File: src/rtl/dram_seq_pkg.sv
package dram_seq_pkg;

  typedef enum logic [1:0] {
    PH_PAUSE = 2'd0,
    PH_INIT  = 2'd1,
    PH_RUN   = 2'd2
  } seq_phase_t;

  // Nanoseconds to whole clock cycles, rounded up, never below one.
  function automatic int unsigned ns_to_cycles(input int unsigned ns,
                                               input int unsigned mhz);
    int unsigned c;
    c = (ns * mhz + 999) / 1000;
    return (c < 1) ? 1 : c;
  endfunction

endpackage

File: src/rtl/seq_countdown.sv
module seq_countdown #(
  parameter int unsigned RELOAD = 1
) (
  input  logic clk,
  input  logic rst_n,
  input  logic en,
  input  logic restart,
  output logic expire
);
  localparam int unsigned W = $clog2(RELOAD + 2);

  logic [W-1:0] cnt;

  assign expire = en && (cnt == '0);

  always_ff @(posedge clk) begin
    if (!rst_n)       cnt <= W'(RELOAD);
    else if (restart) cnt <= W'(RELOAD);
    else if (en)      cnt <= (cnt == '0) ? W'(RELOAD) : cnt - 1'b1;
  end

  // Timer never leaves its programmed range (period correctness, R4).
  assert_count_bound_R4: assert property (@(posedge clk) disable iff (!rst_n)
    cnt <= W'(RELOAD));

endmodule

File: src/rtl/seq_backlog.sv
module seq_backlog #(
  parameter int unsigned MAX = 8
) (
  input  logic clk,
  input  logic rst_n,
  input  logic tick,
  input  logic take,
  output logic pending,
  output logic overflow
);
  localparam int unsigned W = $clog2(MAX + 1);

  logic [W-1:0] owed;

  assign pending = (owed != '0);

  always_ff @(posedge clk) begin
    if (!rst_n) begin
      owed     <= '0;
      overflow <= 1'b0;
    end else begin
      unique case ({tick, take})
        2'b10: begin
          if (owed == W'(MAX)) overflow <= 1'b1;
          else                 owed     <= owed + 1'b1;
        end
        2'b01:   owed <= owed - 1'b1;
        default: owed <= owed;
      endcase
    end
  end

  assert_backlog_bound_R7: assert property (@(posedge clk) disable iff (!rst_n)
    owed <= W'(MAX));

  assert_take_needs_owed_R7: assert property (@(posedge clk) disable iff (!rst_n)
    take |-> owed != '0);

  assert_overflow_sticky_R8: assert property (@(posedge clk) disable iff (!rst_n)
    overflow |=> overflow);

endmodule

File: src/rtl/seq_spacing.sv
module seq_spacing #(
  parameter int unsigned GAP = 1
) (
  input  logic clk,
  input  logic rst_n,
  input  logic granted,
  output logic clear
);
  localparam int unsigned W = $clog2(GAP + 1);

  logic [W-1:0] hold;

  assign clear = (hold == '0);

  always_ff @(posedge clk) begin
    if (!rst_n)              hold <= '0;
    else if (granted)        hold <= W'(GAP);
    else if (hold != '0)     hold <= hold - 1'b1;
  end

  assert_gap_after_grant_R5: assert property (@(posedge clk) disable iff (!rst_n)
    granted |=> !clear);

endmodule

File: src/rtl/dram_refresh_sequencer.sv
module dram_refresh_sequencer
  import dram_seq_pkg::*;
#(
  parameter int unsigned CLK_MHZ      = 100,
  parameter int unsigned PAUSE_US     = 200,
  parameter int unsigned INIT_CYCLES  = 8,
  parameter int unsigned ROWS         = 4096,
  parameter int unsigned RETENTION_US = 64000,
  parameter int unsigned BACKLOG_MAX  = 8,
  parameter int unsigned CSR_NS       = 5,
  parameter int unsigned CHR_NS       = 10,
  parameter int unsigned RAS_NS       = 60,
  parameter int unsigned RP_NS        = 40,
  parameter int unsigned PARAM_W      = 8
) (
  input  logic               clk,
  input  logic               rst_n,
  output logic               ref_valid,
  input  logic               ref_ready,
  output logic               ref_init,
  output logic               init_done,
  output logic               overflow,
  output logic [PARAM_W-1:0] cbr_lead_cyc,
  output logic [PARAM_W-1:0] cbr_hold_cyc,
  output logic [PARAM_W-1:0] ras_low_cyc,
  output logic [PARAM_W-1:0] ras_high_cyc
);
  localparam int unsigned PAUSE_CYC    = PAUSE_US * CLK_MHZ;
  localparam int unsigned INTERVAL_CYC = (RETENTION_US * CLK_MHZ) / ROWS;
  localparam int unsigned CSR_CYC      = ns_to_cycles(CSR_NS, CLK_MHZ);
  localparam int unsigned CHR_CYC      = ns_to_cycles(CHR_NS, CLK_MHZ);
  localparam int unsigned RAS_CYC      = ns_to_cycles(RAS_NS, CLK_MHZ);
  localparam int unsigned RP_CYC       = ns_to_cycles(RP_NS, CLK_MHZ);
  localparam int unsigned GAP_CYC      = RAS_CYC + RP_CYC;
  localparam int unsigned IW           = $clog2(INIT_CYCLES + 1);

  seq_phase_t    phase;
  logic [IW-1:0] init_left;
  logic          xfer;
  logic          pause_exp;
  logic          tick;
  logic          last_init;
  logic          spaced;
  logic          owed_any;

  assign cbr_lead_cyc = PARAM_W'(CSR_CYC);
  assign cbr_hold_cyc = PARAM_W'(CHR_CYC);
  assign ras_low_cyc  = PARAM_W'(RAS_CYC);
  assign ras_high_cyc = PARAM_W'(RP_CYC);

  assign xfer      = ref_valid && ref_ready;
  assign last_init = xfer && (phase == PH_INIT) && (init_left == IW'(1));
  assign ref_init  = (phase == PH_INIT);

  assign ref_valid = spaced &&
                     (((phase == PH_INIT) && (init_left != '0)) ||
                      ((phase == PH_RUN) && owed_any));

  seq_countdown #(.RELOAD(PAUSE_CYC - 1)) u_pause (
    .clk(clk), .rst_n(rst_n),
    .en(phase == PH_PAUSE), .restart(1'b0), .expire(pause_exp)
  );

  seq_countdown #(.RELOAD(INTERVAL_CYC - 1)) u_interval (
    .clk(clk), .rst_n(rst_n),
    .en(phase == PH_RUN), .restart(last_init), .expire(tick)
  );

  seq_backlog #(.MAX(BACKLOG_MAX)) u_backlog (
    .clk(clk), .rst_n(rst_n),
    .tick(tick), .take(xfer && (phase == PH_RUN)),
    .pending(owed_any), .overflow(overflow)
  );

  seq_spacing #(.GAP(GAP_CYC)) u_spacing (
    .clk(clk), .rst_n(rst_n), .granted(xfer), .clear(spaced)
  );

  always_ff @(posedge clk) begin
    if (!rst_n) begin
      phase     <= PH_PAUSE;
      init_left <= IW'(INIT_CYCLES);
      init_done <= 1'b0;
    end else begin
      unique case (phase)
        PH_PAUSE: if (pause_exp) phase <= PH_INIT;
        PH_INIT: if (xfer) begin
          init_left <= init_left - 1'b1;
          if (init_left == IW'(1)) begin
            phase     <= PH_RUN;
            init_done <= 1'b1;
          end
        end
        default: phase <= PH_RUN;
      endcase
    end
  end

  assert_valid_held_R6: assert property (@(posedge clk) disable iff (!rst_n)
    ref_valid && !ref_ready |=> ref_valid);

  assert_done_sticky_R3: assert property (@(posedge clk) disable iff (!rst_n)
    init_done |=> init_done);

  assert_done_on_grant_R3: assert property (@(posedge clk) disable iff (!rst_n)
    $rose(init_done) |-> $past(xfer));

  assert_init_excl_R2: assert property (@(posedge clk) disable iff (!rst_n)
    ref_init |-> !init_done);

  assert_quiet_pause_R1: assert property (@(posedge clk) disable iff (!rst_n)
    !init_done && !ref_init |-> !ref_valid);

endmodule

File: config.mk
export PLATFORM = sky130hd
export DESIGN_NAME = dram_refresh_sequencer
export DESIGN_NICKNAME = d
export VERILOG_FILES = /design/src/rtl/dram_seq_pkg.sv /design/src/rtl/seq_countdown.sv /design/src/rtl/seq_backlog.sv /design/src/rtl/seq_spacing.sv /design/src/rtl/dram_refresh_sequencer.sv
export SDC_FILE = /design/constraint.sdc
export NUM_CORES = 1
export LEC_CHECK = 0
export ABC_AREA = 1
export ABC_CLOCK_PERIOD_IN_PS = 3100
export BUFFER_PORTS_ARGS = -buffer_cell sky130_fd_sc_hd__buf_2
export CAP_MARGIN = 20
export CORE_ASPECT_RATIO = 1.1
export CORE_MARGIN = 1.5
export CORE_UTILIZATION = 57
export DETAILED_ROUTE_END_ITERATION = 6
export GPL_TIMING_DRIVEN = 0
export PLACE_DENSITY = 0.8
export SLEW_MARGIN = 20
export SYNTH_ARGS = -nofsm -noshare
export SYNTH_HDL_FRONTEND = slang
export SYNTH_HIERARCHICAL = 1
export SYNTH_SLANG_ARGS = --single-unit
File: constraint.sdc
create_clock -name clk -period 3.1 [get_ports clk]
set_input_delay 0.775 -clock clk [delete_from_list [all_inputs] [get_ports clk]]
set_output_delay 0.775 -clock clk [all_outputs]
set_load 0.1 [all_outputs]
==> qor.txt, run 1 <==
vias in the first global route -> 2035
via/cell ratio -> 4.60
first-pass GRT wire length -> 8090 um
num rows -> 25
Worst Skew -> 0.00764 ns
worst-margin pin slew -> 0.493 ns
Critical Path AT -> 1.79 ns
Syn Inst Count -> 393
Max-cap violations -> 0
number of I/O port buffers -> 6
CTS clk-pin slew, worst paths -> 0.08 ns
crit path launch type -> flip-flop
FF-to-FF path depth -> 15
TNS Setup -> 0 ns
Area Growth Syn to Fin -> 12.1%
Yosys top cell area share -> 31.5%
Logic pwr share -> 18.7%
top post-synthesis cells by area -> dfxtp_1, nand2_1, buf_4, inv_1, nor2_1
CP Max Fanout -> 7
PnR worst setup slack -> 0.537 ns
Clk network pwr share -> 36.0%
final worst path period share -> 82.7%
Core Region -> 4410 um^2
ant diodes -> 0
DR pass1 iterations -> 4
Fin. Hold Viols -> 0
RSZ-0062 raised after global routing -> no
largest area contributor in the netlist -> dfxtp_1
Overflow after GRT -> 0
register area share after synthesis -> 31.5%
Max-slew headroom -> 66.9%
Max Fclk -> 0.390 GHz
cell area power density -> 399 nW/um^2
Root Driver -> clkbuf_8
switch share -> 32.0%
CTS buffer count -> 5
WL per Instance -> 9.82 um
Die W -> 68.2 um
filler instances -> 416
RD Place Congestion -> 0.829
LEAKAGE -> 0.00155 uW
largest net degree at the start of global routing -> 14
Ys Warns -> 6
Multi-input gate area -> 1460 um^2
CP Data Required Time -> 2.32 ns
# clock sinks -> 42
DP HPWL -> 3720 um
Hold WC Path Type -> flip-flop to flip-flop
Post-Route WL -> 4830 um
Worst setup EP type -> output pin
Post-DRT Antenna Nets -> 0
status -> finished clean
Hold Path Depth -> 2
Clock Latency Late Sink -> 0.30 ns
Seq cells post-synth -> 42
CTS resizes -> 0
H-tree depth -> 2
Slew Viols, Final -> 0
crit path time final -> 2.56 ns
Psw -> 382 uW
Sequential cell area -> 841 um^2
hold_buf cts -> 0
initial core utilization -> 60.5%
num ports -> 39
Iter 0 DRT Violations -> 89
Final setup violation count -> 0
crit path kind -> flip-flop to output pin
initial antenna violation count -> 0
share of cells above drive strength 1 -> 20.8%
Post-Synthesis Mean Instance Area -> 6.79 um^2
Die ar. -> 5100 um^2
NumNets Final -> 447
Post-CTS Setup Bufs -> 0
Int Pwr -> 811 uW
Seq pwr share -> 45.3%
synth unique cells -> 26
drc violations -> 0
DIE HEIGHT -> 74.8 um
Synth Cell Area -> 2670 um^2
GRT Overall Usage -> 20.6%
Max clock buf depth -> 2
Peak VDD IR -> 0.261 mV
CTS tree -> yes
vias after detailed routing -> 2262
Place WS -> 0.562 ns
Yosys cell counts, drive strengths merged:
library cell,number
a21boi,1
a21oi,15
buf,32
conb,2
dfxtp,42
ha,7
inv,64
nand2,96
nand3,34
nand4,8
nor2,69
nor3,2
o2111ai,1
o21ai,10
or2,2
xnor2,2
xor2,6
kinds of logic after synthesis:
group / count (synthesis) / synth area share (%)
AOI/OAI and AO/OA: 27 / 6.14
xor gates and xnor gates: 8 / 2.63
other: 2 / 0.282
adders and majority gates: 7 / 3.28
buffers and inverters: 96 / 18.0
DFF: 42 / 31.5
and+or+nand+nor: 211 / 38.1
power groups by stage:
stage	clock network (uW)	logic, uW	registers, uW
final	429	223	541
after global routing	459	231	541
after CTS	437	222	541
after detailed placement	0	222	554
after global placement	0	221	554
after floorplan	0	213	553
cell usage in the layout, fill, tap and decap left out, types with 13 or more instances in the layout:
cell      n
nor2_1   46
a21oi_1  13
nor2_2   17
inv_1    60
buf_4    32
conb_1   33
nand3_1  34
dfxtp_1  42
nand2_1  85
per-stage QoR:
stage	hold WS (ns)	utilization (%)	power [uW]	cells	cell area, um^2
2_1_floorplan	0.429	-	767	424	2780
3_3_place_gp	0.442	65.3	775	484	2880
3_5_place_dp	0.451	65.3	775	484	2880
4_1_cts	0.472	67.8	1200	492	2990
5_1_grt	0.495	67.8	1230	492	2990
6_report	0.465	67.8	1190	492	2990
routing by layer:
metal	global-route usage, %	part of all wire (%)	routed length (um)	up-vias
met5	0	0	0	-
met4	7.11	1.4	66	0
met2	40.1	51	2470	40
li1	-	-	-	1234
met3	4.04	3.1	149	6
met1	21.6	44	2140	982
final cells by class:
cell class                      count  share of cell area [%]
Clock inverter                      3                    1.34
Clock buffer                        5                    2.30
Sequential cell                    42                    28.1
Tap cell                           54                    2.26
Timing Repair Buffer                6                    1.00
Inverter                           64                    8.03
Buffer                             32                    8.03
Multi-Input combinational cell    286                    48.9
state kept, by name (all words and copies together) (netlist names):
| signal | count |
|---|---|
| u_pause/cnt | 15 |
| u_interval/cnt | 11 |
| init_left | 4 |
| u_backlog/owed | 4 |
| u_spacing/hold | 4 |
| phase | 2 |
| init_done | 1 |
| u_backlog/overflow | 1 |
worst max-delay path, cell delays in order, from the launching register on:
cell and delay, ns:
dfxtp_1 0.39, inv_2 0.08, nor2_2 0.28, nand2_4 0.11, a21oi_2 0.17, buf_2 0.44
path summary, 6_finish.rpt:
| check | start | slack [ns] | end |
|---|---|---|---|
| worst max-delay path | phase[1]$_SDFFE_PN0P_ | 0.54 | ref_valid |
| worst max register to register | phase[1]$_SDFFE_PN0P_ | 0.54 | u_backlog/owed[2]$_SDFFE_PN0P_ |
| worst min-delay path | u_pause/cnt[14]$_SDFFE_PP1P_ | 0.47 | u_pause/cnt[14]$_SDFFE_PP1P_ |
| worst min register to register | u_pause/cnt[14]$_SDFFE_PP1P_ | 0.47 | u_pause/cnt[14]$_SDFFE_PP1P_ |
Note: power is estimated with default switching activity, not from simulation.
==> inputs of run 2 (changes only) <==
ABC_CLOCK_PERIOD_IN_PS = 2200   (was 3100)
CORE_UTILIZATION = 52   (was 57)
PLACE_DENSITY = 0.77   (was 0.8)
clock period = 2.2 ns   (was 3.1 ns; I/O delays follow)
==> qor.txt, run 2 (synthesis gave the netlist of run 1 again) <==
num ports -> 39 (unchanged)
Clock Latency Late Sink -> 0.29 ns (about the same)
LEAKAGE -> 0.00159 uW (+2.7%)
first-pass GRT wire length -> 7910 um (-2.2%)
Max Fclk -> 0.469 GHz
ant diodes -> 0 (unchanged)
worst reg-to-reg setup slack -> 0.12 ns (-0.42 ns)
number of I/O port buffers -> 6 (unchanged)
Largest regs -> u_pause/cnt (15), u_interval/cnt (11)
crit path launch type -> flip-flop
CTS tree -> yes
via/cell ratio -> 4.62 (+0.40%)
crit path time final -> 2.13 ns
CP Max Fanout -> 5 (-2)
Hold WC Path Type -> flip-flop to flip-flop
Slew Viols, Final -> 0 (unchanged)
Peak VDD IR -> 0.305 mV (+17%)
Final setup violation count -> 0 (unchanged)
num rows -> 27 (+8.0%)
max incr delay on CP -> 0.34 ns (-0.10 ns)
Die ar. -> 5570 um^2 (+9.2%)
drc violations -> 0 (unchanged)
vias after detailed routing -> 2331 (+3.1%)
Area Growth Syn to Fin -> 18.5%
# clock sinks -> 42 (unchanged)
crit path cell chain -> nor2_4 > nand2_2 > nor2_4 > inv_1 > a21oi_4 > buf_8
CP most frequent cell -> nor2_4
H-tree depth -> 2 (unchanged)
Root Driver -> clkbuf_8
worst hold slack -> 0.471 ns (+0.00630 ns)
DR pass1 iterations -> 4 (unchanged)
hold path start -> u_pause/cnt[14]$_SDFFE_PP1P_
RSZ-0062 raised after global routing -> yes
Die W -> 71.3 um (+4.5%)
max FFs per register -> 15 (unchanged)
Fin. Hold Viols -> 0 (unchanged)
Overflow after GRT -> 0 (unchanged)
Max clock buf depth -> 2 (unchanged)
CP Data Required Time -> 1.65 ns (-0.67 ns)
Finished Layout Cells -> 505 (+2.6%)
slowest cell on the critical path -> dfxtp_2
hold_buf cts -> 0 (unchanged)
Max-cap violations -> 0 (unchanged)
Post-DRT Antenna Nets -> 0 (unchanged)
WL per Instance -> 9.67 um (-1.4%)
CP Launch Point -> u_spacing/hold[0]$_SDFFE_PP0N_
CTS buffer count -> 5 (unchanged)
RD Place Congestion -> 0.798 (-3.7%)
DP HPWL -> 3590 um (-3.5%)
RR Startpoint -> phase[0]$_SDFFE_PN0P_
initial antenna violation count -> 0 (unchanged)
DIE HEIGHT -> 78.1 um (+4.5%)
final worst path period share -> 97.0%
NumNets Final -> 456 (+2.0%)
commonest non-fill, non-tap cell in the layout -> nand2_1
initial core utilization -> 53.7% (-6.8 points)
status -> finished clean
share of cells above drive strength 1 -> 26.6% (+5.8 points)
Worst Skew -> 0.00357 ns (-0.00407 ns)
cell area power density -> 501 nW/um^2 (+26%)
crit path kind -> flip-flop to output pin
CTS clk-pin slew, worst paths -> 0.08 ns (about the same)
largest net degree at the start of global routing -> 13 (-1)
largest register by flop count -> u_pause/cnt
Iter 0 DRT Violations -> 76 (-15%)
Post-Route WL -> 4890 um (+1.2%)
GRT Overall Usage -> 17.1% (-3.5 points)
vias in the first global route -> 2004 (-1.5%)
Core Region -> 4970 um^2 (+13%)
Worst setup EP type -> output pin
Critical Path AT -> 1.58 ns (-0.21 ns)
most frequent cells in the layout -> nand2_1, inv_1, nor2_1
# placed instances -> 488 (+0.83%)
[run 2: routing by layer]
| metal | track usage (%) | vias to the layer above | share of wire [%] |
|---|---|---|---|
| li1 | - | 1254 | - |
| met1 | 19.0 | 1025 | 43 |
| met2 | 31.6 | 46 | 52 |
| met3 | 3.98 | 6 | 4.3 |
| met4 | 5.66 | 0 | 1.3 |
| met5 | 0 | - | 0 |
[run 2: timing repair]
| action | 4_1_cts | 5_1_grt |
|---|---|---|
| endpoints found under the setup margin | 2 | 5 |
| pin swaps | 3 | 14 |
| setup buffers | 3 | 6 |
| resized for setup | 6 | 17 |
[run 2: worst max-delay path, delay by kind of cell (launching register included)]
family / cells / cell delay, ns
simple gates: 3 / 0.44
flops: 1 / 0.34
buf+inv: 2 / 0.34
compound gates: 1 / 0.16
[run 2: through the flow]
stage | TNS (ns) | total power (uW) | setup slack (ns) | utilization, % | instance area [um^2]
floorplan | -0.497 | 1080 | -0.229 | - | 2830
global placement | -0.0163 | 1090 | -0.0163 | 59.1 | 2930
detailed placement | -0.0916 | 1090 | -0.0916 | 59.1 | 2930
CTS | 0 | 1600 | 0.00493 | 61.8 | 3070
global route | -0.114 | 1640 | -0.0537 | 63.7 | 3160
finish | 0 | 1580 | 0.0655 | 63.7 | 3160
[run 2: path summary, 6_finish.rpt]
check	end	cells past startpoint
min reg2reg	u_pause/cnt[14]$_SDFFE_PP1P_	2
max	ref_valid	6
min	u_pause/cnt[14]$_SDFFE_PP1P_	2
max reg2reg	u_backlog/owed[2]$_SDFFE_PN0P_	15
[run 2: area by class of cell]
cell class	count	area, um^2
clock buffers	7	86.3
clock inverters	1	5.00
repair buffers	15	108
inverters	64	243
plain buffers	32	240
multi-input cells	286	1560
fillers	456	1800
well taps	58	72.6
flip-flops and latches	42	851
[run 2: where the power goes]
part / switching, uW / total, uW / leakage [uW] / internal (uW)
Sequential: 0.902 / 761 / 0.000342 / 760
Combinational: 268 / 316 / 0.00120 / 48.0
Clock: 254 / 508 / 0.0000482 / 253
Total: 523 / 1580 / 0.00159 / 1060
==> inputs of run 3 (changes only) <==
CORE_UTILIZATION = 50   (was 52)
PLACE_DENSITY = 0.75   (was 0.77)
SYNTH_HIERARCHICAL = unset   (was 1)
==> qor.txt, run 3 <==
status -> finished clean
Iter 0 DRT Violations -> 96 (+26%)
FFs w/ async S/R, synth -> 0% (unchanged)
num rows -> 25 (-7.4%)
Max-cap violations -> 0 (unchanged)
Post-Synthesis Mean Instance Area -> 7.25 um^2 (+6.8%)
Seq cells post-synth -> 42 (unchanged)
Largest regs -> u_pause.cnt (15), u_interval.cnt (11)
NumNets Final -> 372 (-18%)
Syn Inst Count -> 318 (-19%)
Slew Viols, Final -> 0 (unchanged)
Post-Route WL -> 3970 um (-19%)
DR pass1 iterations -> 4 (unchanged)
register area share after synthesis -> 36.5% (+4.9 points)
filler instances -> 401 (-12%)
top post-synthesis cells by area -> dfxtp_1, buf_4, nor2_1, nand2_1, inv_1
share of cells above drive strength 1 -> 21.2% (-5.4 points)
CTS buffer count -> 5 (unchanged)
Worst Skew -> 0.00536 ns (+0.00179 ns)
DP HPWL -> 3000 um (-16%)
H-tree depth -> 2 (unchanged)
r2r endpoint -> u_interval.cnt[9]$_SDFFE_PP1P_
TNS Setup -> 0 ns (unchanged)
RR Startpoint -> init_left[0]$_SDFFE_PN0P_
Post-synth EDFFs -> 0 (unchanged)
CP Launch Point -> init_left[0]$_SDFFE_PN0P_
Fin. Hold Viols -> 0 (unchanged)
# placed instances -> 407 (-17%)
Hold Path Depth -> 2 (unchanged)
crit path launch type -> flip-flop
CP most frequent cell -> nand2_1
DIE HEIGHT -> 74.2 um (-5.0%)
crit path kind -> flip-flop to output pin
hold_buf cts -> 0 (unchanged)
ys flop type -> dfxtp_1
GRT Overall Usage -> 17.3% (+0.18 points)
initial antenna violation count -> 0 (unchanged)
GR Layer Usage met2 -> 30.7% (-0.86 points)
ant diodes -> 0 (unchanged)
Hold WC Path Type -> flip-flop to flip-flop
worst path buffer plus inverter count -> 2 (unchanged)
num ports -> 39 (unchanged)
Die ar. -> 5030 um^2 (-9.7%)
FF-to-FF path depth -> 14 (-1)
Ys Warns -> 0 (-6)
Root Driver -> clkbuf_8
Worst setup EP type -> output pin
Critical Path AT -> 1.50 ns (-0.08 ns)
met3 Track Usage GR -> 4.54% (+0.56 points)
Core Region -> 4380 um^2 (-12%)
most common cell in the netlist -> nor2_1
Clock Latency Late Sink -> 0.29 ns (about the same)
number of I/O port buffers -> 5 (-1)
Finished Layout Cells -> 417 (-17%)
Area Growth Syn to Fin -> 16.5%
Post-DRT Antenna Nets -> 0 (unchanged)
GR peak layer -> met2
LEAKAGE -> 0.00125 uW (-22%)
Max clock buf depth -> 2 (unchanged)
vias in the first global route -> 1630 (-19%)
crit path cell chain -> inv_1 > ha_1 > nand2_1 > nand2_1 > nand2_2 > and2_2 > buf_6
Final setup violation count -> 0 (unchanged)
drc violations -> 0 (unchanged)
cell area power density -> 654 nW/um^2 (+30%)
crit path time final -> 2.05 ns (-0.0855 ns)
largest register by flop count -> u_pause.cnt
CTS tree -> yes
Critical Path End -> ref_valid
Synth top cells by count -> nor2_1, nand2_1, dfxtp_1
Peak VDD IR -> 0.449 mV (+47%)
CP Max Fanout -> 3 (-2)
max incr delay on CP -> 0.35 ns (about the same)
commonest non-fill, non-tap cell in the layout -> nor2_1
number of cells on the critical path -> 7 (+1)
Design Area, Final -> 2690 um^2 (-15%)
dpl cell area -> 2530 um^2 (-14%)
# clock sinks -> 42 (unchanged)
final worst path period share -> 93.1% (-3.9 points)
CTS clk-pin slew, worst paths -> 0.07 ns (about the same)
largest net degree at the start of global routing -> 13 (unchanged)
vias after detailed routing -> 1882 (-19%)
worst reg-to-reg setup slack -> 0.22 ns (+0.10 ns)
Synth Cell Area -> 2310 um^2 (-14%)
Max Fclk -> 0.488 GHz (+4.2%)
initial core utilization -> 52.7% (-1.1 points)
Die W -> 67.8 um (-5.0%)
first-pass GRT wire length -> 6620 um (-16%)
largest area contributor in the netlist -> dfxtp_1
RSZ-0062 raised after global routing -> no
max FFs per register -> 15 (unchanged)
CP Data Required Time -> 1.65 ns (about the same)
Multi-input gate area -> 1200 um^2 (-23%)
via/cell ratio -> 4.51 (-2.2%)
delay-heaviest family, CP -> simple AND/OR/NAND/NOR gates
Yosys top cell area share -> 36.5% (+4.9 points)
slowest cell on the critical path -> dfxtp_2
Sequential cell area -> 843 um^2 (-0.88%)
most frequent cells in the layout -> nor2_1, nand2_1, dfxtp_1
RD Place Congestion -> 0.831 (+4.1%)
synth unique cells -> 36 (+38%)
Overflow after GRT -> 0 (unchanged)
WL per Instance -> 9.53 um (-1.5%)
GRT met1 Usage -> 19.7% (+0.76 points)
==> run 3: cell types whose count changed after synthesis, sizes merged, moves of 2 or more <==
| cell | previous run | this run |
|---|---|---|
| a211oi | 0 | 2 |
| clkinv | 0 | 2 |
| inv | 64 | 41 |
| nand2 | 96 | 49 |
| nand3 | 34 | 15 |
| nand4 | 8 | 2 |
| nor2 | 69 | 56 |
| nor3 | 2 | 8 |
| nor4 | 0 | 2 |
| o21ai | 10 | 15 |
| xnor2 | 2 | 6 |
| xor2 | 6 | 10 |
==> run 3: area by class of cell <==
cell class | count | share of cell area, %
tap | 54 | 2.52
clock inverter | 1 | 1.12
inverter | 43 | 6.10
timing repair buffer | 8 | 2.00
multi-input combinational | 229 | 44.5
clock buffer | 6 | 3.07
sequential | 42 | 31.4
buffer | 34 | 9.27
==> run 3: routing by layer <==
layer,vias up,share of wire (%)
li1,1029,-
met1,818,46
met2,29,49
met3,6,3.5
met4,0,1.4
met5,-,0
==> run 3: metrics by stage <==
stage	hold WS [ns]	worst slack (ns)	total power (uW)	utilization [%]
global placement	0.435	0.0873	1150	57.8
global route	0.479	0.0153	1820	61.3
floorplan	0.425	-0.0673	1140	-
finish	0.449	0.151	1760	61.3
detailed placement	0.441	0.0932	1150	57.8
CTS	0.451	0.0498	1770	60.5
==> run 3: how the worst min path moves through the flow <==
stage	from	endpoint	slack, ns
2_1_floorplan	u_pause.cnt[14]$_SDFFE_PN1P_	u_pause.cnt[14]$_SDFFE_PN1P_	0.43
3_3_place_gp	u_pause.cnt[14]$_SDFFE_PN1P_	u_pause.cnt[14]$_SDFFE_PN1P_	0.43
3_5_place_dp	u_pause.cnt[14]$_SDFFE_PN1P_	u_pause.cnt[14]$_SDFFE_PN1P_	0.44
4_1_cts	u_pause.cnt[14]$_SDFFE_PN1P_	u_pause.cnt[14]$_SDFFE_PN1P_	0.45
5_1_grt	u_backlog.overflow$_SDFFE_PN0P_	u_backlog.overflow$_SDFFE_PN0P_	0.48
6_report	u_pause.cnt[14]$_SDFFE_PN1P_	u_pause.cnt[14]$_SDFFE_PN1P_	0.45
==> run 3: what timing repair did <==
| action | CTS | global route |
|---|---|---|
| setup endpoints to repair | 1 | 3 |
| setup buffers | 0 | 3 |
| resized for setup | 1 | 4 |
| endpoints found under the hold margin | 0 | 0 |
| pin swaps | 0 | 2 |
==> run 3: kinds of logic after synthesis <==
kind of cell               synth area share (%)
DFF                                        36.5
buffers and inverters                      17.9
xor gates and xnor gates                   6.08
other                                     0.326
adders and majority gates                  3.26
and+or+nand+nor                            26.9
AOI/OAI and AO/OA                          9.12
==> run 3: power breakdown <==
part	internal (uW)	switching, uW	total [uW]	leakage [uW]
Clock	363	258	621	0.0000573
Sequential	775	10.9	786	0.000341
Combinational	58.3	291	349	0.000851
Total	1200	560	1760	0.00125
==> run 3: worst min-delay path, cell delays in order (launching register included) <==
cell,delay (ns)
dfxtp_1,0.31
o41ai_1,0.05
nand2_1,0.04
